===== src/rtl/la_iir_pkg.sv =====
package la_iir_pkg;

  // Rounded fixed-point power a^n, with a given as a code carrying fb fraction bits.
  function automatic longint coef_pow(longint a_code, int n, int fb);
    longint p;
    p = longint'(1) <<< fb;
    for (int k = 0; k < n; k++) begin
      p = (p * a_code + (longint'(1) <<< (fb - 1))) >>> fb;
    end
    return p;
  endfunction

  // Extra accumulator headroom for an M-term sum.
  function automatic int guard_bits(int m);
    return $clog2(m) + 2;
  endfunction

endpackage


===== src/rtl/la_iir_rstsync.sv =====
module la_iir_rstsync (
  input  logic clk,
  input  logic rst_n,
  output logic rst_n_sync
);

  logic [1:0] sync_q;
  logic [1:0] sync_nxt;

  always_comb begin
    sync_nxt = {sync_q[0], 1'b1};
  end

  always_ff @(posedge clk or negedge rst_n) begin
    if (!rst_n) begin
      sync_q <= 2'b00;
    end else begin
      sync_q <= sync_nxt;
    end
  end

  assign rst_n_sync = sync_q[1];

endmodule


===== src/rtl/la_iir_prefilter.sv =====
module la_iir_prefilter
  import la_iir_pkg::*;
#(
  parameter int DW  = 16,
  parameter int CW  = 18,
  parameter int FB  = 15,
  parameter int AW  = 37,
  parameter int M   = 2,
  parameter int A_Q = 16384
) (
  input  logic                 clk,
  input  logic                 rst_n,
  input  logic                 in_valid,
  input  logic signed [DW-1:0] in_data,
  output logic                 w_valid,
  output logic signed [AW-1:0] w_data
);

  localparam int PW = DW + CW;

  logic signed [DW-1:0] tap  [M];
  logic signed [PW-1:0] prod [M];
  logic signed [AW-1:0] acc_nxt;
  logic signed [AW-1:0] acc_q;
  logic                 v_q;

  assign tap[0] = in_data;

  // Input history: only present when the pre-filter has more than one tap.
  generate
    if (M > 1) begin : g_hist
      logic signed [DW-1:0] hist_q   [M-1];
      logic signed [DW-1:0] hist_nxt [M-1];

      always_comb begin
        hist_nxt[0] = in_data;
        for (int k = 1; k < M - 1; k++) begin
          hist_nxt[k] = hist_q[k-1];
        end
      end

      always_ff @(posedge clk or negedge rst_n) begin
        if (!rst_n) begin
          for (int k = 0; k < M - 1; k++) begin
            hist_q[k] <= '0;
          end
        end else if (in_valid) begin
          hist_q <= hist_nxt;
        end
      end

      for (genvar i = 1; i < M; i++) begin : g_tap
        assign tap[i] = hist_q[i-1];
      end
    end
  endgenerate

  // One constant multiplier per tap, weight a^i.
  generate
    for (genvar i = 0; i < M; i++) begin : g_mul
      localparam logic signed [CW-1:0] CI = CW'(coef_pow(A_Q, i, FB));
      assign prod[i] = tap[i] * CI;
    end
  endgenerate

  always_comb begin
    acc_nxt = '0;
    for (int i = 0; i < M; i++) begin
      acc_nxt = acc_nxt + AW'(prod[i]);
    end
  end

  always_ff @(posedge clk or negedge rst_n) begin
    if (!rst_n) begin
      acc_q <= '0;
      v_q   <= 1'b0;
    end else begin
      v_q <= in_valid;
      if (in_valid) begin
        acc_q <= acc_nxt;
      end
    end
  end

  assign w_valid = v_q;
  assign w_data  = acc_q;

endmodule


===== src/rtl/la_iir_loop.sv =====
module la_iir_loop
  import la_iir_pkg::*;
#(
  parameter int CW  = 18,
  parameter int FB  = 15,
  parameter int AW  = 37,
  parameter int M   = 2,
  parameter int A_Q = 16384
) (
  input  logic                 clk,
  input  logic                 rst_n,
  input  logic                 w_valid,
  input  logic signed [AW-1:0] w_data,
  output logic                 y_valid,
  output logic signed [AW-1:0] y_data
);

  localparam int PW = AW + CW;
  localparam logic signed [CW-1:0] AM = CW'(coef_pow(A_Q, M, FB));

  logic signed [AW-1:0] y_q;
  logic signed [AW-1:0] y_nxt;
  logic signed [AW-1:0] fb_term;
  logic                 v_q;

  // Multiply by a^M, round away FB fraction bits, keep the accumulator width.
  function automatic logic signed [AW-1:0] scale_am(input logic signed [AW-1:0] v);
    logic signed [PW-1:0] p;
    p = v * AM;
    p = p + (PW'(1) <<< (FB - 1));
    return AW'(p >>> FB);
  endfunction

  generate
    if (M == 1) begin : g_direct
      // Single loop delay: the multiplier sits in the loop with the adder.
      assign fb_term = scale_am(y_q);
    end else if (M == 2) begin : g_retimed_short
      // One loop delay is moved behind the multiplier.
      logic signed [AW-1:0] prod_q;
      logic signed [AW-1:0] prod_nxt;

      always_comb begin
        prod_nxt = scale_am(y_q);
      end

      always_ff @(posedge clk or negedge rst_n) begin
        if (!rst_n) begin
          prod_q <= '0;
        end else if (w_valid) begin
          prod_q <= prod_nxt;
        end
      end

      assign fb_term = prod_q;
    end else begin : g_retimed_long
      // Delay chain between the output register and the product register.
      logic signed [AW-1:0] dly_q   [M-2];
      logic signed [AW-1:0] dly_nxt [M-2];
      logic signed [AW-1:0] prod_q;
      logic signed [AW-1:0] prod_nxt;

      always_comb begin
        dly_nxt[0] = y_q;
        for (int k = 1; k < M - 2; k++) begin
          dly_nxt[k] = dly_q[k-1];
        end
        prod_nxt = scale_am(dly_q[M-3]);
      end

      always_ff @(posedge clk or negedge rst_n) begin
        if (!rst_n) begin
          for (int k = 0; k < M - 2; k++) begin
            dly_q[k] <= '0;
          end
          prod_q <= '0;
        end else if (w_valid) begin
          dly_q  <= dly_nxt;
          prod_q <= prod_nxt;
        end
      end

      assign fb_term = prod_q;
    end
  endgenerate

  always_comb begin
    y_nxt = fb_term + w_data;
  end

  always_ff @(posedge clk or negedge rst_n) begin
    if (!rst_n) begin
      y_q <= '0;
      v_q <= 1'b0;
    end else begin
      v_q <= w_valid;
      if (w_valid) begin
        y_q <= y_nxt;
      end
    end
  end

  assign y_valid = v_q;
  assign y_data  = y_q;

endmodule


===== src/rtl/la_iir_outstage.sv =====
module la_iir_outstage #(
  parameter int DW = 16,
  parameter int FB = 15,
  parameter int AW = 37
) (
  input  logic                 clk,
  input  logic                 rst_n,
  input  logic                 y_valid,
  input  logic signed [AW-1:0] y_data,
  output logic                 out_valid,
  output logic signed [DW-1:0] out_data
);

  localparam logic signed [DW-1:0] MAXV = {1'b0, {(DW-1){1'b1}}};
  localparam logic signed [DW-1:0] MINV = {1'b1, {(DW-1){1'b0}}};

  logic signed [AW-1:0] rnd;
  logic signed [DW-1:0] sat_nxt;
  logic signed [DW-1:0] data_q;
  logic                 v_q;

  always_comb begin
    rnd = (y_data + (AW'(1) <<< (FB - 1))) >>> FB;
    if (rnd > AW'(MAXV)) begin
      sat_nxt = MAXV;
    end else if (rnd < AW'(MINV)) begin
      sat_nxt = MINV;
    end else begin
      sat_nxt = rnd[DW-1:0];
    end
  end

  always_ff @(posedge clk or negedge rst_n) begin
    if (!rst_n) begin
      data_q <= '0;
      v_q    <= 1'b0;
    end else begin
      v_q <= y_valid;
      if (y_valid) begin
        data_q <= sat_nxt;
      end
    end
  end

  assign out_valid = v_q;
  assign out_data  = data_q;

endmodule


===== src/rtl/la_iir.sv =====
module la_iir
  import la_iir_pkg::*;
#(
  parameter int DW  = 16,
  parameter int M   = 2,
  parameter int A_Q = 16384
) (
  input  logic                 clk,
  input  logic                 rst_n,
  input  logic                 in_valid,
  input  logic signed [DW-1:0] in_data,
  output logic                 out_valid,
  output logic signed [DW-1:0] out_data
);

  localparam int FB = DW - 1;
  localparam int CW = DW + 2;
  localparam int GB = guard_bits(M);
  localparam int AW = DW + CW + GB;

  logic                 rst_n_sync;
  logic                 pre_v;
  logic signed [AW-1:0] pre_w;
  logic                 loop_v;
  logic signed [AW-1:0] loop_y;

  la_iir_rstsync u_rst (
    .clk        (clk),
    .rst_n      (rst_n),
    .rst_n_sync (rst_n_sync)
  );

  la_iir_prefilter #(
    .DW(DW), .CW(CW), .FB(FB), .AW(AW), .M(M), .A_Q(A_Q)
  ) u_pre (
    .clk      (clk),
    .rst_n    (rst_n_sync),
    .in_valid (in_valid),
    .in_data  (in_data),
    .w_valid  (pre_v),
    .w_data   (pre_w)
  );

  la_iir_loop #(
    .CW(CW), .FB(FB), .AW(AW), .M(M), .A_Q(A_Q)
  ) u_loop (
    .clk     (clk),
    .rst_n   (rst_n_sync),
    .w_valid (pre_v),
    .w_data  (pre_w),
    .y_valid (loop_v),
    .y_data  (loop_y)
  );

  la_iir_outstage #(
    .DW(DW), .FB(FB), .AW(AW)
  ) u_out (
    .clk       (clk),
    .rst_n     (rst_n_sync),
    .y_valid   (loop_v),
    .y_data    (loop_y),
    .out_valid (out_valid),
    .out_data  (out_data)
  );

endmodule


===== config.mk =====
export PLATFORM = sky130hd
export DESIGN_NAME = la_iir
export DESIGN_NICKNAME = d
export VERILOG_FILES = /design/src/rtl/la_iir_pkg.sv /design/src/rtl/la_iir_rstsync.sv /design/src/rtl/la_iir_prefilter.sv /design/src/rtl/la_iir_loop.sv /design/src/rtl/la_iir_outstage.sv /design/src/rtl/la_iir.sv
export SDC_FILE = /design/constraint.sdc
export NUM_CORES = 1
export LEC_CHECK = 0
export ABC_AREA = 1
export BUFFER_PORTS_ARGS = -buffer_cell sky130_fd_sc_hd__buf_2
export CORE_ASPECT_RATIO = 1.2
export CORE_UTILIZATION = 55
export DETAILED_ROUTE_END_ITERATION = 6
export PLACE_DENSITY = 0.77
export SYNTH_ARGS = -nofsm -noshare
export SYNTH_HDL_FRONTEND = slang
export SYNTH_SLANG_ARGS = --single-unit
export TNS_END_PERCENT = 5

===== constraint.sdc =====
create_clock -name clk -period 10.7 [get_ports clk]
set_input_delay 1.07 -clock clk [delete_from_list [all_inputs] [get_ports clk]]
set_output_delay 1.07 -clock clk [all_outputs]
set_load 0.005 [all_outputs]

==> impl_metrics.ini <==
[final_layout]
nFillCells = 1229
final_common_cell = nand2_1
nets = 1129
final-seq-area_sq_um = 3160
multiInputGateArea_sq_um = 4170
diodes = 0
instances_no_fill = 1253
utilization_pct = 63.3
final_cell_mix = nand2_1 (327), dfrtp_1 (124), nor2_1 (97), inv_1 (81), o21ai_0 (78)
fin_area_sq_um = 8710
syn_to_final_growth_pct = 12.3
drive_gt1_share_pct = 11.4

[worst_setup_path]
cp.required_ns = 10.96
cp_data_arrival_time_ns = 2.92
end_kind = register
crit_start = in_data[0]
reg2reg_slack_ns = 8.05
r2r_cells = 10
reg2reg_to = u_out.out_data[1]$_DFFE_PN0P_
path_class = in -> reg
r2r_start = u_loop.y_data[14]$_DFFE_PN0P_
start_kind = input pin
cp_max_fo = 4

[route]
via_per_inst = 5.46
dr.pass1.iters = 5
antenna_left = 0
routed_wl_mm = 18.7
drc = 0
dr.first_iter.drc_count = 513
num_vias = 6840
wire_per_inst_microns = 14.9

[logic_synthesis]
synth_compound_area_share_pct = 12.1
synth_top_family_by_area = simple AND/OR/NAND/NOR gates
synthSimpleGateAreaFrac_pct = 30.2
synth_nets = 1099
synthMuxAreaShare_pct = 0
synth_fa_ha_area_share_pct = 6.80
ys_seq_elements = 126
async_flop_share_pct = 100
synth_cell_type_count = 41
synth_warnings = 0
synthXorXnorAreaFrac_pct = 4.63
synth.cell_area_sq_um = 7760
synth_flop_cell = dfrtp_1
ys_seq_area_share_pct = 40.6
synth_edf_count = 0
syn_inst = 1039
avgSynthCellArea_sq_um = 7.47

[clocking]
cts_setup_buffers = 0
root_buffer = clkbuf_16
clock_path_buffers = 2
ctsHoldBuffers = 0
cts_resized = 0
clk_pin_slew_ns = 0.06
cts.sinks = 126
cts_tree = yes
cts_max_level = 4
numCtsBuffers = 17
clk_latency_ns = 0.42

[power_and_ir_drop]
p_int_mw = 1.37
max-vdd-ir-drop_uv = 177
p_sw_mw = 0.891
netSwitchingFraction_pct = 39.4
seq_power_share_pct = 34.0
p_clk_share_pct = 28.7
powerDensity_nw_per_um2 = 259
totalPowerFinal_mw = 2.26
power.leakage_nw = 4.22
share_comb_of_total_power_pct = 37.3

[timing]
tightest_slew_ns = 1.06
setup_viol_count_final = 0
finalCritPeriodShare_pct = 24.8
hold_slack_ns = 0.317
slew_violations = 0
finalHoldViolCount = 0
tns_ns = 0
setup_slack_ns = 8.05
rsz0062_at_grt = no
fin_crit_ns = 2.65
fmax_ghz = 0.377
slew_headroom_pct = 29.4
fin_skew_ns = 0.00852

[die]
rows = 47
initial_utilization_pct = 56.4
io_pins = 36
die_height_microns = 132
coreArea_sq_um = 13800
fp.dieW_microns = 110
die_area_sq_um = 14600

[flow_run]
maxCapViolCount = 0

[place]
dp_hpwl_mm = 13.4
port_buffers = 35
dpl_cell_area_sq_um = 8050
place_ws_ns = 7.63
place_congestion = 0.939
dp.cells = 1221

[global_route]
grt_pass1_wl_mm = 31.5
grt_pass1_vias = 6728
grt_overflow_total = 0
antenna_found_initial = 0
grt_max_degree = 84
grt_usage_pct = 27.1

[status]
status = completed

[min_path]
min_path_type = reg -> async
[power by group through the flow]
stage / Combinational [mW] / Clock, mW / Sequential (mW)
floorplan: 0.649 / 0 / 0.737
global placement: 0.819 / 0 / 0.766
detailed placement: 0.832 / 0 / 0.771
CTS: 0.842 / 0.654 / 0.766
global route: 0.960 / 0.676 / 0.788
finish: 0.844 / 0.648 / 0.769
[synthesized netlist by cell type, drive strengths merged, types with 11 or more instances]
cell type,number,share of area [%]
nand3,55,3.6
inv,83,4.0
xnor2,14,1.6
dfrtp,126,41
or2,11,0.89
a21oi,61,4.6
nor2,109,5.9
nor3,21,1.4
xor2,27,3.0
nand2,341,17
ha,39,6.3
clkbuf,22,1.1
o21ai,78,5.0
[sequential cells by signal (all words and copies together), names as in the netlist]
signal / flops
u_rst.sync_q: 2
u_pre.w_valid: 1
u_pre.g_hist.hist_q: 16
u_loop.fb_term: 35
u_out.out_data: 16
u_pre.w_data: 18
u_loop.y_valid: 1
u_loop.y_data: 36
u_out.out_valid: 1
[worst max-delay path, cell delays in order]
cell     delay, ns
buf_2         0.09
ha_1          0.14
inv_1         0.07
fa_1          0.36
inv_1         0.09
nand3_1       0.07
nand2_1       0.10
a21oi_1       0.13
o21ai_0       0.42
nand2_1       0.09
nand2_1       0.09
xnor2_1       0.11
o21ai_0       0.08
[how the worst max path moves through the flow]
stage | endpoint | slack (ns) | cells after the start
after floorplan | u_loop.fb_term[10]$_DFFE_PN0P_ | 6.93 | 0
after global placement | u_pre.w_data[25]$_DFFE_PN0P_ | 7.65 | 13
after detailed placement | u_pre.w_data[25]$_DFFE_PN0P_ | 7.63 | 13
after CTS | u_pre.w_data[25]$_DFFE_PN0P_ | 8.06 | 13
after global routing | u_pre.w_data[25]$_DFFE_PN0P_ | 7.80 | 13
final | u_pre.w_data[25]$_DFFE_PN0P_ | 8.05 | 13
[routing by layer]
metal	GRT usage, %	wire length (microns)	up-vias
li1	-	-	3438
met1	32.2	8090	3183
met2	46.0	9200	150
met3	4.41	484	69
met4	16.5	928	0
met5	0	0	-
[layout make-up]
class | count | share of cell area, %
clock buffer | 19 | 5.20
clock inverter | 13 | 2.40
multi-input combinational | 803 | 47.9
inverter | 83 | 3.58
timing repair buffer | 38 | 2.27
tap | 171 | 2.46
sequential | 126 | 36.2
[cell families (layout without fill, tap and decap cells)]
| kind of cell | count (synthesis) | in the layout |
|---|---|---|
| and+or+nand+nor | 554 | 554 |
| AOI/OAI and AO/OA | 166 | 166 |
| DFF | 126 | 126 |
| buffers and inverters | 110 | 153 |
| adders and majority gates | 41 | 41 |
| xor gates and xnor gates | 41 | 41 |
| other | 1 | 1 |
Power figures use the tool's default switching activity.
